### src/rtl/cfgld_pkg.sv
package cfgld_pkg;

   // Word addresses (16-bit words) that carry decoded fields.
   localparam int unsigned W_VID   = 0;   // bytes 00h,01h
   localparam int unsigned W_PID   = 1;   // bytes 02h,03h
   localparam int unsigned W_CHK   = 2;   // byte 04h
   localparam int unsigned W_PORTS = 3;   // bytes 06h,07h
   localparam int unsigned W_PWR   = 4;   // byte 08h
   localparam int unsigned W_VLEN  = 8;   // byte 10h
   localparam int unsigned W_PLEN  = 32;  // byte 40h
   localparam int unsigned W_SLEN  = 56;  // byte 70h

   localparam int unsigned DATA_W  = 16;

   typedef struct packed {
      logic [15:0] vid;
      logic [15:0] pid;
      logic [7:0]  removable;
      logic [7:0]  port_cnt;
      logic [7:0]  max_power;
      logic [7:0]  vendor_len;
      logic [7:0]  product_len;
      logic [7:0]  serial_len;
   } hub_cfg_t;

   typedef enum logic [1:0] {U_IDLE, U_SHIFT, U_GAP} uw_state_t;

   typedef enum logic [1:0] {S_RUN, S_WAIT, S_FIN, S_DONE} seq_state_t;

endpackage

### src/rtl/cfgld_uwire.sv
module cfgld_uwire
   import cfgld_pkg::*;
#(
   parameter int unsigned ADDR_W   = 6,
   parameter int unsigned CLK_HALF = 4,
   parameter bit          DO_SYNC  = 1'b1
) (
   input  logic              clk,
   input  logic              rst_n,
   input  logic              start,
   input  logic [ADDR_W-1:0] addr,
   input  logic              ee_do,
   output logic              ee_cs,
   output logic              ee_sk,
   output logic              ee_di,
   output logic              word_vld,
   output logic [DATA_W-1:0] word
);

   localparam int unsigned CMD_BITS = 3 + ADDR_W;
   localparam int unsigned TOT_BITS = CMD_BITS + DATA_W;
   localparam int unsigned DIV_W    = $clog2(CLK_HALF + 1);
   localparam int unsigned BIT_W    = $clog2(TOT_BITS + 1);
   localparam logic [DIV_W-1:0] DIV_LAST = DIV_W'(CLK_HALF - 1);
   localparam logic [BIT_W-1:0] CMD_IDX  = BIT_W'(CMD_BITS);
   localparam logic [BIT_W-1:0] LAST_IDX = BIT_W'(TOT_BITS - 1);

   uw_state_t            st_q;
   logic [DIV_W-1:0]     div_q;
   logic [BIT_W-1:0]     bit_q;
   logic [CMD_BITS-1:0]  cmd_q;
   logic [DATA_W-1:0]    shin_q;
   logic                 sk_q, cs_q, gap_half_q, vld_q;
   logic                 do_s;

   // Input path variant: two-stage synchronizer or direct sampling.
   generate
      if (DO_SYNC) begin : g_do_sync
         logic [1:0] sync_q;
         always_ff @(posedge clk or negedge rst_n) begin
            if (!rst_n) sync_q <= 2'b11;
            else        sync_q <= {sync_q[0], ee_do};
         end
         assign do_s = sync_q[1];
      end else begin : g_do_raw
         assign do_s = ee_do;
      end
   endgenerate

   always_ff @(posedge clk or negedge rst_n) begin
      if (!rst_n) begin
         st_q       <= U_IDLE;
         div_q      <= '0;
         bit_q      <= '0;
         cmd_q      <= '0;
         shin_q     <= '0;
         sk_q       <= 1'b0;
         cs_q       <= 1'b0;
         gap_half_q <= 1'b0;
         vld_q      <= 1'b0;
      end else begin
         vld_q <= 1'b0;
         unique case (st_q)
            U_IDLE: begin
               if (start) begin
                  cs_q  <= 1'b1;
                  sk_q  <= 1'b0;
                  div_q <= '0;
                  bit_q <= '0;
                  cmd_q <= {3'b110, addr};
                  st_q  <= U_SHIFT;
               end
            end
            U_SHIFT: begin
               if (div_q == DIV_LAST) begin
                  div_q <= '0;
                  if (!sk_q) begin
                     sk_q <= 1'b1;
                  end else begin
                     sk_q <= 1'b0;
                     if (bit_q >= CMD_IDX) shin_q <= {shin_q[DATA_W-2:0], do_s};
                     if (bit_q == LAST_IDX) begin
                        cs_q       <= 1'b0;
                        gap_half_q <= 1'b0;
                        st_q       <= U_GAP;
                     end else begin
                        bit_q <= bit_q + 1'b1;
                        cmd_q <= {cmd_q[CMD_BITS-2:0], 1'b0};
                     end
                  end
               end else begin
                  div_q <= div_q + 1'b1;
               end
            end
            U_GAP: begin
               if (div_q == DIV_LAST) begin
                  div_q <= '0;
                  if (gap_half_q) begin
                     vld_q <= 1'b1;
                     st_q  <= U_IDLE;
                  end else begin
                     gap_half_q <= 1'b1;
                  end
               end else begin
                  div_q <= div_q + 1'b1;
               end
            end
            default: st_q <= U_IDLE;
         endcase
      end
   end

   assign ee_cs    = cs_q;
   assign ee_sk    = sk_q;
   assign ee_di    = cs_q & cmd_q[CMD_BITS-1];
   assign word_vld = vld_q;
   assign word     = shin_q;

endmodule

### src/rtl/cfgld_image.sv
module cfgld_image
   import cfgld_pkg::*;
#(
   parameter int unsigned ADDR_W = 6
) (
   input  logic              clk,
   input  logic              rst_n,
   input  logic              word_vld,
   input  logic [ADDR_W-1:0] word_addr,
   input  logic [DATA_W-1:0] word,
   output hub_cfg_t          img,
   output logic              img_ok
);

   logic [15:0] vid_q, pid_q;
   logic [7:0]  chk_q, rem_q, ports_q, pwr_q, vlen_q, plen_q, slen_q;
   logic        ones_q;
   logic [7:0]  lo_b, hi_b, hdr_sum;

   assign lo_b = word[7:0];
   assign hi_b = word[15:8];

   always_ff @(posedge clk or negedge rst_n) begin
      if (!rst_n) begin
         vid_q   <= '1;
         pid_q   <= '1;
         chk_q   <= '1;
         rem_q   <= '1;
         ports_q <= '1;
         pwr_q   <= '1;
         vlen_q  <= '1;
         plen_q  <= '1;
         slen_q  <= '1;
         ones_q  <= 1'b1;
      end else if (word_vld) begin
         if (word != '1) ones_q <= 1'b0;
         if (word_addr == ADDR_W'(W_VID))   vid_q   <= {hi_b, lo_b};
         if (word_addr == ADDR_W'(W_PID))   pid_q   <= {hi_b, lo_b};
         if (word_addr == ADDR_W'(W_CHK))   chk_q   <= lo_b;
         if (word_addr == ADDR_W'(W_PORTS)) begin
            rem_q   <= lo_b;
            ports_q <= hi_b;
         end
         if (word_addr == ADDR_W'(W_PWR))   pwr_q   <= lo_b;
         if (word_addr == ADDR_W'(W_VLEN))  vlen_q  <= lo_b;
         if (word_addr == ADDR_W'(W_PLEN))  plen_q  <= lo_b;
         if (word_addr == ADDR_W'(W_SLEN))  slen_q  <= lo_b;
      end
   end

   assign hdr_sum = vid_q[7:0] + vid_q[15:8] + pid_q[7:0] + pid_q[15:8];
   assign img_ok  = !ones_q && ((chk_q + hdr_sum) == 8'h00);

   assign img = '{vid: vid_q, pid: pid_q, removable: rem_q, port_cnt: ports_q,
                  max_power: pwr_q, vendor_len: vlen_q, product_len: plen_q,
                  serial_len: slen_q};

endmodule

### src/rtl/cfgld_pinmux.sv
module cfgld_pinmux (
   input  logic sel_led,
   input  logic ee_sk,
   input  logic ee_cs,
   input  logic ee_di,
   input  logic led_p1_green,
   input  logic led_p1_amber,
   input  logic led_p2_amber,
   input  logic led_p2_green,
   output logic pin_p1_green,
   output logic pin_p1_amber,
   output logic pin_p2_amber,
   output logic pin_p2_green_o,
   output logic pin_p2_green_oe
);

   assign pin_p1_green    = sel_led ? led_p1_green : ee_sk;
   assign pin_p1_amber    = sel_led ? led_p1_amber : ee_cs;
   assign pin_p2_amber    = sel_led ? led_p2_amber : ee_di;
   assign pin_p2_green_o  = sel_led & led_p2_green;
   assign pin_p2_green_oe = sel_led;

endmodule

### src/rtl/eeprom_cfg_loader.sv
module eeprom_cfg_loader
   import cfgld_pkg::*;
#(
   parameter int unsigned ADDR_W      = 6,
   parameter int unsigned CLK_HALF    = 4,
   parameter bit          DO_SYNC     = 1'b1,
   parameter logic [15:0] DEF_VID     = 16'hC0DE,
   parameter logic [15:0] DEF_PID     = 16'h0A50,
   parameter logic [7:0]  DEF_REMOV   = 8'h00,
   parameter logic [7:0]  DEF_PORTS   = 8'd4,
   parameter logic [7:0]  DEF_POWER   = 8'd50,
   parameter logic [7:0]  DEF_VLEN    = 8'd0,
   parameter logic [7:0]  DEF_PLEN    = 8'd0,
   parameter logic [7:0]  DEF_SLEN    = 8'd0
) (
   input  logic        clk,
   input  logic        rst_n,
   input  logic        led_p1_green,
   input  logic        led_p1_amber,
   input  logic        led_p2_amber,
   input  logic        led_p2_green,
   output logic        pin_p1_green,
   output logic        pin_p1_amber,
   output logic        pin_p2_amber,
   output logic        pin_p2_green_o,
   output logic        pin_p2_green_oe,
   input  logic        pin_p2_green_i,
   output logic        load_done,
   output logic [15:0] cfg_vid,
   output logic [15:0] cfg_pid,
   output logic [7:0]  cfg_removable,
   output logic [7:0]  cfg_port_cnt,
   output logic [7:0]  cfg_max_power,
   output logic [7:0]  cfg_vendor_len,
   output logic [7:0]  cfg_product_len,
   output logic [7:0]  cfg_serial_len
);

   localparam int unsigned N_WORDS = 1 << ADDR_W;
   localparam logic [ADDR_W-1:0] LAST_ADDR = ADDR_W'(N_WORDS - 1);
   localparam hub_cfg_t DEFAULTS = '{vid: DEF_VID, pid: DEF_PID,
      removable: DEF_REMOV, port_cnt: DEF_PORTS, max_power: DEF_POWER,
      vendor_len: DEF_VLEN, product_len: DEF_PLEN, serial_len: DEF_SLEN};

   generate
      if (ADDR_W < 6) begin : g_bad_addr
         $error("ADDR_W must reach word 56 (serial length)");
      end
      if (CLK_HALF < 2 || (DO_SYNC && CLK_HALF < 3)) begin : g_bad_half
         $error("CLK_HALF too small for the data input path");
      end
   endgenerate

   seq_state_t          seq_q;
   logic [ADDR_W-1:0]   addr_q;
   hub_cfg_t            cfg_q, img;
   logic                img_ok, start, word_vld;
   logic [DATA_W-1:0]   word;
   logic                ee_cs, ee_sk, ee_di;

   assign start = (seq_q == S_RUN);

   cfgld_uwire #(.ADDR_W(ADDR_W), .CLK_HALF(CLK_HALF), .DO_SYNC(DO_SYNC)) u_uwire (
      .clk      (clk),
      .rst_n    (rst_n),
      .start    (start),
      .addr     (addr_q),
      .ee_do    (pin_p2_green_i),
      .ee_cs    (ee_cs),
      .ee_sk    (ee_sk),
      .ee_di    (ee_di),
      .word_vld (word_vld),
      .word     (word)
   );

   cfgld_image #(.ADDR_W(ADDR_W)) u_image (
      .clk       (clk),
      .rst_n     (rst_n),
      .word_vld  (word_vld),
      .word_addr (addr_q),
      .word      (word),
      .img       (img),
      .img_ok    (img_ok)
   );

   always_ff @(posedge clk or negedge rst_n) begin
      if (!rst_n) begin
         seq_q  <= S_RUN;
         addr_q <= '0;
         cfg_q  <= DEFAULTS;
      end else begin
         unique case (seq_q)
            S_RUN:  seq_q <= S_WAIT;
            S_WAIT: begin
               if (word_vld) begin
                  if (addr_q == LAST_ADDR) begin
                     seq_q <= S_FIN;
                  end else begin
                     addr_q <= addr_q + 1'b1;
                     seq_q  <= S_RUN;
                  end
               end
            end
            S_FIN: begin
               cfg_q <= img_ok ? img : DEFAULTS;
               seq_q <= S_DONE;
            end
            default: seq_q <= S_DONE;
         endcase
      end
   end

   assign load_done = (seq_q == S_DONE);

   cfgld_pinmux u_pinmux (
      .sel_led         (load_done),
      .ee_sk           (ee_sk),
      .ee_cs           (ee_cs),
      .ee_di           (ee_di),
      .led_p1_green    (led_p1_green),
      .led_p1_amber    (led_p1_amber),
      .led_p2_amber    (led_p2_amber),
      .led_p2_green    (led_p2_green),
      .pin_p1_green    (pin_p1_green),
      .pin_p1_amber    (pin_p1_amber),
      .pin_p2_amber    (pin_p2_amber),
      .pin_p2_green_o  (pin_p2_green_o),
      .pin_p2_green_oe (pin_p2_green_oe)
   );

   assign cfg_vid         = cfg_q.vid;
   assign cfg_pid         = cfg_q.pid;
   assign cfg_removable   = cfg_q.removable;
   assign cfg_port_cnt    = cfg_q.port_cnt;
   assign cfg_max_power   = cfg_q.max_power;
   assign cfg_vendor_len  = cfg_q.vendor_len;
   assign cfg_product_len = cfg_q.product_len;
   assign cfg_serial_len  = cfg_q.serial_len;

endmodule

### config.mk
export PLATFORM = sky130hd
export DESIGN_NAME = eeprom_cfg_loader
export DESIGN_NICKNAME = d
export VERILOG_FILES = /design/src/rtl/cfgld_pkg.sv /design/src/rtl/cfgld_uwire.sv /design/src/rtl/cfgld_image.sv /design/src/rtl/cfgld_pinmux.sv /design/src/rtl/eeprom_cfg_loader.sv
export SDC_FILE = /design/constraint.sdc
export NUM_CORES = 1
export LEC_CHECK = 0
export ABC_AREA = 1
export BUFFER_PORTS_ARGS = -buffer_cell sky130_fd_sc_hd__buf_2
export CAP_MARGIN = 20
export CORE_MARGIN = 2
export CORE_UTILIZATION = 58
export DETAILED_ROUTE_END_ITERATION = 8
export HOLD_SLACK_MARGIN = 0.15
export PLACE_DENSITY = 0.78
export SYNTH_ARGS = -nofsm -noshare
export SYNTH_HDL_FRONTEND = slang
export SYNTH_HIERARCHICAL = 1
export SYNTH_SLANG_ARGS = --single-unit
### constraint.sdc
create_clock -name clk -period 8.24 [get_ports clk]
set_input_delay 0.412 -clock clk [delete_from_list [all_inputs] [get_ports clk]]
set_output_delay 0.412 -clock clk [all_outputs]
set_load 0.1 [all_outputs]
Word level (Yosys, flattened, before mapping)
Index checks and enable logic that the tools add are counted.
{"block": "word_totals", "ff_bits": 218, "elab_cells": 133, "out_inout_bits": 86, "inputBits": 7}
{"block": "classes", "bitwise_logic": 3, "n_mux": 41, "magnitude_cmp": 1, "add_sub_neg": 7, "n_eq_ne": 24, "reduce_logical": 27}
{"operator": "80-bit two-way mux", "n": 1}
{"operator": "9-bit two-way mux", "n": 4}
{"operator": "8-bit adder", "n": 4}
{"operator": "5-bit two-way mux", "n": 4}
{"operator": "2-bit AND reduction", "n": 10}
{"operator": "6-bit equality test (second input constant)", "n": 3}
{"operator": "9-bit one-hot mux with 2 select lines", "n": 1}
{"operator": "2-bit two-way mux", "n": 8}
{"operator": "16-bit inequality test (second input constant)", "n": 1}
{"operator": "5-bit AND reduction", "n": 3}
{"operator": "1-bit two-way mux", "n": 14}
{"operator": "6-bit by 2-bit equality test with 1-bit output (second input constant)", "n": 2}
{"operator": "2-bit by 1-bit inequality test with 1-bit output (second input constant)", "n": 6}
{"operator": "5-bit one-hot mux with 2 select lines", "n": 1}
{"operator": "8-bit zero test", "n": 1}
{"operator": "6-bit by 1-bit adder with 6-bit output (second input constant)", "n": 1}
{"operator": "2-bit equality test (second input constant)", "n": 3}
{"operator": "6-bit by 1-bit equality test with 1-bit output (second input constant)", "n": 1}
{"operator": "6-bit by 3-bit equality test with 1-bit output (second input constant)", "n": 1}
{"operator": "6-bit by 4-bit equality test with 1-bit output (second input constant)", "n": 1}
{"operator": "6-bit zero test", "n": 1}
{"operator": "3-bit two-way mux", "n": 2}
{"operator": "1-bit one-hot mux with 2 select lines", "n": 3}
{"operator": "2-bit one-hot mux with 3 select lines", "n": 1}
{"operator": "other kinds (19)", "n": 26}

Longest topological paths before layout
Gate-level depths: netlist of the first run.
{"block": "logic_depth", "ltp_word": 7, "depth_mapped": 22, "depth_no_buf": 21}

Cells and area by module
Netlist of the first run, hierarchy kept.
{"mod": "cfgld_image", "cells_each": 425, "n_inst": 1, "area_each_um2": 4310.4}
{"mod": "eeprom_cfg_loader", "cells_each": 236, "n_inst": 1, "area_each_um2": 3318.2}
{"mod": "cfgld_uwire", "cells_each": 250, "n_inst": 1, "area_each_um2": 1994.4}
{"mod": "cfgld_pinmux", "cells_each": 13, "n_inst": 1, "area_each_um2": 52.6}

Worst setup path after synthesis of the first run
OpenSTA, ideal clock, no wires.
{"block": "synth_path", "path_type": "register to register", "start": "register u_image.vid_q[1]", "end": "register cfg_q (netlist bit cfg_max_power[0])", "synth_period_minus_slack_ns": 3.762, "t_arrival_ns": 3.640, "setup_ns": 0.122, "path_stages_with_launch": 19, "setup_slack_ns": 4.478, "n_path_buf": 2, "path_cell_list": "dfstp_2 fa_1 fa_1 fa_1 ha_1 inv_1 fa_1 inv_1 nand3_1 a21oi_1 nand3b_1 nor2_1 nand2_1 nor2_1 inv_1 nor2_4 buf_6 buf_8 a22o_1"}
{"block": "synth_between", "elab_chain_len": 7}
{"element": "start, declared", "line": "cfgld_image.sv:15", "rtl": "logic [15:0] vid_q, pid_q;"}
{"element": "start signal, assigned", "line": "cfgld_image.sv:37", "rtl": "if (word_addr == ADDR_W'(W_VID)) vid_q <= {hi_b, lo_b};"}
{"element": "8-bit adder (3 in series)", "line": "cfgld_image.sv:51", "rtl": "assign hdr_sum = vid_q[7:0] + vid_q[15:8] + pid_q[7:0] + pid_q[15:8];"}
{"element": "8-bit adder", "line": "cfgld_image.sv:52", "rtl": "assign img_ok = !ones_q && ((chk_q + hdr_sum) == 8'h00);"}
{"element": "8-bit zero test", "line": "cfgld_image.sv:52"}
{"element": "1-bit logical AND", "line": "cfgld_image.sv:52"}
{"element": "net img_ok", "line": "eeprom_cfg_loader.sv:57", "rtl": "logic img_ok, start, word_vld;"}
{"element": "80-bit two-way mux", "line": "eeprom_cfg_loader.sv:105", "rtl": "cfg_q <= img_ok ? img : DEFAULTS;"}
{"element": "end signal, assigned", "line": "eeprom_cfg_loader.sv:105"}
{"element": "end, declared", "line": "eeprom_cfg_loader.sv:56", "rtl": "hub_cfg_t cfg_q, img;"}
The timed path passes the listed nets, and every way through them passes these cells.
A chain may end at the register's enable or synchronous reset.

Final worst setup path of the first run
{"block": "layout_path", "start": "register u_image.vid_q[1]", "end": "register cfg_q (netlist bit cfg_vid[12])"}
The elaborated chain is that of the path after synthesis.

==> impl_metrics.toml, run 1 <==
[run_status]
status = "completed"

[timing]
layout_setup_ws_ns = 3.845
final.setup_skew_ns = 0.02290
setup_violations = 0
maxSlewHeadroom = 0.4179
fmax_mhz = 227.5
fin_setup_tns_ns = 0
hold_viol = 0
drv_slew = 0
timing.hold.ws_ns = 0.3655
fin_crit_ns = 4.395
post-route-period-util = 0.5334
rsz0062_at_grt = "false"
tightestPinTransition_ns = 0.8732

[detailed_routing]
dr_wl_met2_um = 9386
drtPass1Iterations = 6
wl_um = 20380
wl_per_cell_um = 16.31
drc = 0
met1Wirelength_um = 9394
viasPerCell = 5.511
wl_met3_um = 1203
vias = 6883
top_signal_layer_used = "met4"
drt_iter0_drc = 613
antenna_left = 0

[run]
maxCapViolCount = 0

[floorplanning]
std_cell_rows = 47
num_io_pins = 93
core_area_um2 = 16470
start_util = 0.5876
die_y_um = 133.2
fp.dieArea_um2 = 17730
die_w_um = 133.2

[critical_path]
crit_fanout = 64
cpMostUsedCell = "fa_1"
critical-path-top-delay-family = "adder cells"
cpPeakStageDelay_ns = 0.59
cp_slowest_cell = "buf_4"
end_kind = "flop"
crit_buf_inv = 3
path_cells = "fa_1, fa_1, fa_1, ha_1, inv_1, fa_1, nand3_1, nor2_1, nand3b_1, nor2_1, nand2_1, nor2_1, inv_1, nor2_4, buf_4, a22o_1"
crit_arrival_ns = 4.82
start_kind = "flop"
crit_required_ns = 8.67
timing_worst_setup_path_type = "reg2reg"

[cells_and_area]
antenna_cells = 0
area_growth_pct = 13.85
design_area_um2 = 11020
fill_cells = 1279
fin_nets = 1056
drive_gt1_frac = 0.2624

[synthesis]
synthTopCellsByCount = "nand2_1 (201), dfrtp_1 (111), dfstp_2 (107), nor2_1 (73), inv_1 (67)"
synth.distinct_cells = 36
yosysSeqAreaShare = 0.5777
synth_edf_count = 0
synth_area_um2 = 9676
yosysMostFrequentCell = "nand2_1"
yosys.area.top_type = "dfstp_2"
ys_seq_elements = 218
syn-mean-instance-area_um2 = 10.47
synth_warnings = 6
synth_top_cells_by_area = "dfstp_2 (29%), dfrtp_1 (29%), nand2_1 (7.8%)"
synth_ff_type = "dfrtp_1"
netlist_instances = 924
syn_nets = 968
ys_async_sr_fraction = 1.000
synth_top_area_share = 0.2906

[cts]
post-cts-setup-buffers = 0
cts_root_buffer = "clkbuf_16"
cts_buffer_depth = 3
cts_buffers = 23
clock_latency_ns = 0.51
path_clk_slew_ns = 0.06
h-tree-depth = 1
clock-sinks = 218
cts_tree = "yes"

[placed_design]
numPortBuffers = 92
dp_slack_ns = 3.893
dp_hpwl_um = 13220
placed_cell_area_um2 = 10180
gp_congestion = 0.8767

[power]
p_leak_uw = 0.005399
power.density_nw_per_um2 = 196.4
worst_ir_drop_vdd_mv = 0.1361

[grt]
grt_usage = 0.2356
grt_pass1_vias = 6597
gr-total-overflow = 0
antenna_found_initial = 0
grt_first_pass_wirelength_um = 33910
grt_max_degree = 90

[min_path]
hp-class = "reg2reg"
[flip-flops by register name (all words and copies together), names as in the netlist, 9 cells and up]
signal	cells
cfg_pid	16
cfg_vid	16
u_uwire/cmd_q	9
u_uwire/word	16
u_image/vid_q	16
u_image/pid_q	16
[layer usage]
metal | GRT usage | vias to the layer above
met5 | 0 | -
met4 | 0.06206 | 0
met3 | 0.03272 | 31
met2 | 0.3699 | 218
met1 | 0.3513 | 3374
li1 | - | 3260
[cell usage in the layout (no fill, tap or decap), drive strengths merged, types with 4 or more instances in the layout]
cell type  synthesis  final
nand2            205    205
dfrtp            111    111
dfstp            107    107
buf               36     99
nor2              77     77
inv               74     76
a22o              64     64
a21oi             58     58
nand3             57     57
o21ai             44     44
clkbuf             3     33
fa                20     20
ha                17     17
o22a              16     16
nand4              8      8
nor4               8      8
clkinv             2      5
nor3               4      4
[kinds of logic after synthesis]
logic type               synth area share
AO/OA/AOI/OAI                      0.1260
AND/OR/NAND/NOR                    0.1686
adder cells (fa/ha/maj)           0.06336
buffers and inverters             0.05987
XOR/XNOR                         0.004527
flip-flops                         0.5777
[report_power, final]
group	switching (µW)	internal, µW	total, µW
clock network	417	648	1060
logic	19.9	3.95	23.8
registers	0.252	1070	1070
total	437	1730	2160
[through the flow]
| stage | instances | power, µW | util |
|---|---|---|---|
| floorplan | 924 | 1092 | - |
| global placement | 1204 | 1115 | 0.6182 |
| detailed placement | 1204 | 1115 | 0.6182 |
| CTS | 1248 | 2186 | 0.6673 |
| global route | 1249 | 2238 | 0.6690 |
| finish | 1249 | 2163 | 0.6690 |
[path summary, 6_finish.rpt]
kind,to,cells after the start,slack (ns),start
worst max-delay path,cfg_vid[12]$_DFFE_PN0N_,16,3.85,u_image/vid_q[1]$_DFFE_PN1P_
worst min-delay path,u_uwire/g_do_sync.sync_q[1]$_DFF_PN1_,0,0.37,u_uwire/g_do_sync.sync_q[0]$_DFF_PN1_
worst max register to register,cfg_vid[12]$_DFFE_PN0N_,16,3.85,u_image/vid_q[1]$_DFFE_PN1P_
worst min register to register,u_uwire/g_do_sync.sync_q[1]$_DFF_PN1_,0,0.37,u_uwire/g_do_sync.sync_q[0]$_DFF_PN1_
max in group asynchronous,u_uwire/word[12]$_DFFE_PN0P_,3,6.54,rst_n
min in group asynchronous,u_uwire/bit_q[4]$_DFFE_PN0P_,2,0.42,rst_n
[area by class of cell]
class                      instances  area [µm²]  area share
timing repair buffer             102       569.3     0.05168
multi-input combinational        591        3507      0.3184
clock inverter                    10       140.1     0.01272
inverter                          76       285.3     0.02590
sequential                       218        5589      0.5074
tap                              220       275.3     0.02499
clock buffer                      32       649.4     0.05895
[repair_timing]
item / 4_1_cts / 5_1_grt
resized for setup: 0 / 0
hold endpoints to repair: 34 / 0
hold buffers: 2 / 0
(Power assumes the default switching activity.)
==> inputs of run 2 (changes only) <==
--- a/config.mk
+++ b/config.mk
@@ -5,7 +5,7 @@
 export SDC_FILE = /design/constraint.sdc
 export NUM_CORES = 1
 export LEC_CHECK = 0
-export ABC_AREA = 1
+export ABC_AREA = 0
 export BUFFER_PORTS_ARGS = -buffer_cell sky130_fd_sc_hd__buf_2
 export CAP_MARGIN = 20
 export CORE_MARGIN = 2
==> constraint.sdc (replaced) <==
create_clock -name clk -period 4.56 [get_ports clk]
set_input_delay 0.228 -clock clk [delete_from_list [all_inputs] [get_ports clk]]
set_output_delay 0.228 -clock clk [all_outputs]
set_load 0.1 [all_outputs]
==> impl_metrics.toml, run 2 <==
[power]
worst_ir_drop_vdd_mv = 0.4473
power.density_nw_per_um2 = 341.7
p_leak_uw = 0.005186

[cts]
cts_buffers = 23
clock-sinks = 218
path_clk_slew_ns = 0.06
clock_latency_ns = 0.51
cts_tree = "yes"
h-tree-depth = 1
cts_buffer_depth = 3
cts_root_buffer = "clkbuf_16"
ctsResizeCount = 0

[detailed_routing]
viasPerCell = 5.579
antenna_left = 0
drt_iter0_drc = 388
drtPass1Iterations = 4
wl_um = 20380
wl_per_cell_um = 17.57
drc = 0
vias = 6472

[cells_and_area]
final_common_cell = "nand2_1"
layout.cells.most_common_list = "nand2_1 (161), dfrtp_1 (111), mux2_2 (108)"
final_cell_count_no_fill = 1160
design_area_um2 = 11360
multi_input_area_um2 = 4076
fin_nets = 967
area_growth_pct = 13.85
drive_gt1_frac = 0.3840
seqCellArea_um2 = 5589
antenna_cells = 0
fill_cells = 1210

[critical_path]
crit_required_ns = 4.95
crit_fanout = 42
end_kind = "flop"
worst-r2r-cell-count = 15
timing_worst_setup_path_type = "reg2reg"
start_kind = "flop"
crit_arrival_ns = 4.63
r2r_start = "u_image/vid_q[1]$_DFFE_PN1P_"
startpoint = "u_image/vid_q[1]$_DFFE_PN1P_"

[grt]
grt_usage = 0.2320
antenna_found_initial = 0
gr-total-overflow = 0
grt_max_degree = 124
grt_pass1_vias = 6544
grt_first_pass_wirelength_um = 33880

[run]
maxCapViolCount = 0

[timing]
rsz0062_at_grt = "false"
post-route-period-util = 0.9298
setup_violations = 0
final.setup_skew_ns = 0.01089
fin_setup_tns_ns = 0
drv_slew = 0
fin_crit_ns = 4.240
maxSlewHeadroom = 0.3330
hold_viol = 0
tightestPinTransition_ns = 1.000
fmax_mhz = 235.9

[run_status]
status = "completed"

[synthesis]
ys_async_sr_fraction = 1.000
synthTopCellsByCount = "nand2_1 (161), dfrtp_1 (111), mux2_2 (108), dfstp_2 (107), o21ai_0 (48)"
syn-mean-instance-area_um2 = 11.90
synth_area_um2 = 9982
yosysMostFrequentCell = "nand2_1"
synth_top_cells_by_area = "dfstp_2 (28%), dfrtp_1 (28%), mux2_2 (12%)"
yosys.area.top_type = "dfstp_2"
syn_nets = 883
synth_edf_count = 0
yosysSeqAreaShare = 0.5599
synth_top_area_share = 0.2816
synth_fa_ha_area_frac = 0.06142
ys_seq_elements = 218
synth_top_family_by_area = "multiplexers"
netlist_instances = 839
synth.area.mux_share = 0.1250
synth_ff_type = "dfrtp_1"
synth_compound_area_frac = 0.08787
synth.distinct_cells = 67
synth_warnings = 6
yosys.area_share.simple = 0.1205
synth-xor-area-share = 0.01141

[floorplanning]
core_area_um2 = 16700
die_y_um = 135.2
num_io_pins = 93
die_w_um = 135.2
start_util = 0.5977
std_cell_rows = 47
fp.dieArea_um2 = 18280

[min_path]
min_path_cells = 0
hp-class = "reg2reg"
hp-start = "u_uwire/g_do_sync.sync_q[0]$_DFF_PN1_"

[placed_design]
placed_cell_area_um2 = 10560
gp_congestion = 0.8811
place_inst = 1115
dp_hpwl_um = 13190
numPortBuffers = 92
-- run 2: layer usage --
metal,GRT usage,part of all wire,vias up
li1,-,-,3067
met1,0.3223,0.44,3222
met2,0.3841,0.49,153
met3,0.03853,0.046,30
met4,0.06134,0.019,0
met5,0,0,-
-- run 2: cell families (layout without fill, tap and decap cells) --
| family | count (synthesis) | count (layout) |
|---|---|---|
| compound gates | 144 | 144 |
| xor+xnor | 13 | 13 |
| fa+ha+maj | 37 | 37 |
| buf+inv | 63 | 164 |
| flops | 218 | 218 |
| mux | 111 | 111 |
| simple gates | 253 | 253 |
-- run 2: final cells by class --
class,instances,area share
Clock inverter,6,0.009578
Timing Repair Buffer,99,0.04965
Inverter,23,0.007597
Multi-Input combinational cell,558,0.3587
Sequential cell,218,0.4918
Tap cell,220,0.02422
Clock buffer,36,0.05846
-- run 2: timing repair --
action | in CTS | in global routing
buffers inserted | 0 | 1
setup endpoints to repair | 0 | 22
hold endpoints to repair | 76 | 0
hold buffers | 2 | 0
-- run 2: power by group --
| part | internal, µW | leakage, µW | switching (µW) |
|---|---|---|---|
| sequential | 1940 | 0.00263 | 0.210 |
| combinational | 5.30 | 0.00218 | 36.1 |
| clock | 1170 | 0.000378 | 730 |
| total | 3120 | 0.00519 | 767 |
-- run 2: per-stage QoR --
| stage | util | setup slack (ns) | hold WS (ns) | total power [µW] |
|---|---|---|---|---|
| after floorplan | - | 0.5042 | -0.06759 | 1973 |
| after global placement | 0.6325 | 0.3384 | 0.3380 | 2015 |
| after detailed placement | 0.6325 | 0.3146 | 0.3385 | 2016 |
| after CTS | 0.6800 | 0.2488 | 0.3575 | 3921 |
| after global routing | 0.6805 | 0.02739 | 0.3600 | 4008 |
| final | 0.6805 | 0.3202 | 0.3555 | 3883 |
-- run 2: critical path, stage by stage (launching register included) --
cell and delay, ns:
dfstp_2 0.55, fa_1 0.45, fa_1 0.49, fa_1 0.53, ha_1 0.17, inv_1 0.05, fa_1 0.39, nand2b_1 0.18
a21oi_1 0.18, o21ai_0 0.13, nand3_1 0.10, nor4bb_4 0.28, buf_4 0.18, buf_12 0.19, nor2b_1 0.17, o21ai_1 0.07
-- run 2: worst paths after layout --
| check | endpoint | slack, ns |
|---|---|---|
| hold reg to reg | u_uwire/g_do_sync.sync_q[1]$_DFF_PN1_ | 0.36 |
| setup reg to reg | cfg_vid[2]$_DFFE_PN1N_ | 0.32 |
| setup / recovery | cfg_vid[2]$_DFFE_PN1N_ | 0.32 |
| min in group asynchronous | cfg_pid[13]$_DFFE_PN0N_ | 0.44 |
| hold / removal | u_uwire/g_do_sync.sync_q[1]$_DFF_PN1_ | 0.36 |
| max in group asynchronous | u_image/slen_q[5]$_DFFE_PN1P_ | 3.07 |
==> inputs of run 3 (changes only) <==
--- a/config.mk
+++ b/config.mk
@@ -5,7 +5,7 @@
 export SDC_FILE = /design/constraint.sdc
 export NUM_CORES = 1
 export LEC_CHECK = 0
-export ABC_AREA = 0
+export ABC_AREA = 1
 export BUFFER_PORTS_ARGS = -buffer_cell sky130_fd_sc_hd__buf_2
 export CAP_MARGIN = 20
 export CORE_MARGIN = 2
==> impl_metrics.toml, run 3 (synthesized netlist as in run 1, its figures left out) <==
[power]
worst_ir_drop_vdd_mv = 0.3583
p_leak_uw = 0.005397
power.density_nw_per_um2 = 350.1

[cts]
cts_root_buffer = "clkbuf_16"
path_clk_slew_ns = 0.06
h-tree-depth = 1
cts_buffers = 23
clock-sinks = 218
clock_latency_ns = 0.50
ctsResizeCount = 0
holdBufCountCts = 2
cts_buffer_depth = 3
cts_tree = "yes"
post-cts-setup-buffers = 0

[placed_design]
numPortBuffers = 92
gp_congestion = 0.8906
dp_slack_ns = 0.4022
dp_hpwl_um = 13240

[detailed_routing]
drt_iter0_drc = 490
drtPass1Iterations = 5
viasPerCell = 5.564
wl_per_cell_um = 16.54
wl_um = 20640
vias = 6944
antenna_left = 0
drc = 0

[critical_path]
cp_slowest_cell = "dfstp_2"
start_kind = "flop"
timing_worst_setup_path_type = "reg2reg"
crit_fanout = 16
crit_arrival_ns = 4.70
end_kind = "flop"
cpPeakStageDelay_ns = 0.56
crit_required_ns = 4.99
path_cells = "fa_1, fa_1, fa_1, ha_1, inv_1, fa_1, inv_1, nand3_1, nand3_1, nand3b_1, nor2_1, nand2_1, nor2_1, inv_1, nor2_4, buf_4, inv_2, o22a_1"
cpMostUsedCell = "fa_1"
rrSetupSlack_ns = 0.28

[floorplanning]
die_y_um = 133.2
fp.dieArea_um2 = 17730
start_util = 0.5876
std_cell_rows = 47
core_area_um2 = 16470
die_w_um = 133.2
num_io_pins = 93

[grt]
met1_usage = 0.3529
grt_use_met3 = 0.03387
grt_usage = 0.2441
grt_max_degree = 118
grt_first_pass_wirelength_um = 34830
met2_usage = 0.3964
grt_pass1_vias = 6820
gr-total-overflow = 0
busiest_layer = "met2"
antenna_found_initial = 0

[cells_and_area]
area_growth_pct = 13.54
drive_gt1_frac = 0.2656
layout.cells.most_common_list = "nand2_1 (201), dfrtp_1 (111), dfstp_2 (107)"
antenna_cells = 0
final_common_cell = "nand2_1"
fin_nets = 1057

[timing]
tightestPinTransition_ns = 0.9188
final.setup_skew_ns = 0.01575
fmax_mhz = 233.9
rsz0062_at_grt = "false"
hold_viol = 0
fin_setup_tns_ns = 0
maxSlewHeadroom = 0.3829
post-route-period-util = 0.9375
setup_violations = 0
layout_setup_ws_ns = 0.2849
drv_slew = 0
fin_crit_ns = 4.275

[run_status]
status = "completed"

[min_path]
hp-class = "reg2reg"

[run]
maxCapViolCount = 0
## run 3: stage by stage
stage / area [µm²] / total power (µW) / util / std cells / hold slack [ns]
5_1_grt: 10990 / 3971 / 0.6672 / 1248 / 0.3619
4_1_cts: 10990 / 3885 / 0.6672 / 1248 / 0.3541
3_5_place_dp: 10210 / 2015 / 0.6198 / 1206 / 0.3357
6_report: 10990 / 3846 / 0.6672 / 1248 / 0.3591
3_3_place_gp: 10210 / 2015 / 0.6198 / 1206 / 0.3350
2_1_floorplan: 9676 / 1973 / - / 924 / -0.06759
## run 3: layer usage
| layer | routed length [µm] | part of all wire |
|---|---|---|
| met1 | 9324 | 0.45 |
| met2 | 9753 | 0.47 |
| met3 | 1151 | 0.056 |
| met4 | 410 | 0.020 |
| met5 | 0 | 0 |
## run 3: final cells by class
class / count / area [µm²]
multi-input combinational: 591 / 3507
clock buffer: 29 / 648.1
timing repair buffer: 103 / 569.3
clock inverter: 11 / 111.4
inverter: 76 / 285.3
tap: 220 / 275.3
fill: 1247 / 5480
sequential: 218 / 5589
## run 3: final timing paths
kind,cells past startpoint,to,start
worst max-delay path,18,cfg_port_cnt[2]$_DFFE_PN1N_,u_image/vid_q[1]$_DFFE_PN1P_
worst min-delay path,0,u_uwire/g_do_sync.sync_q[1]$_DFF_PN1_,u_uwire/g_do_sync.sync_q[0]$_DFF_PN1_
worst max register to register,18,cfg_port_cnt[2]$_DFFE_PN1N_,u_image/vid_q[1]$_DFFE_PN1P_
worst min register to register,0,u_uwire/g_do_sync.sync_q[1]$_DFF_PN1_,u_uwire/g_do_sync.sync_q[0]$_DFF_PN1_
max in group asynchronous,3,u_image/pwr_q[6]$_DFFE_PN1P_,rst_n
min in group asynchronous,2,u_uwire/bit_q[4]$_DFFE_PN0P_,rst_n
## run 3: power by group
| part | internal [µW] | switching, µW | leakage [µW] |
|---|---|---|---|
| Sequential | 1940 | 0.289 | 0.00263 |
| Combinational | 5.21 | 35.6 | 0.00239 |
| Clock | 1120 | 747 | 0.000381 |
| Total | 3060 | 783 | 0.00540 |
## run 3: worst max-delay path: cells and delay by family, from the launching register on
| family | cells | cell delay [ns] |
|---|---|---|
| adder cells (fa/ha/maj) | 5 | 2.09 |
| AND/OR/NAND/NOR | 7 | 0.67 |
| buffers and inverters | 5 | 0.65 |
| flip-flops | 1 | 0.56 |
| AO/OA/AOI/OAI | 1 | 0.21 |
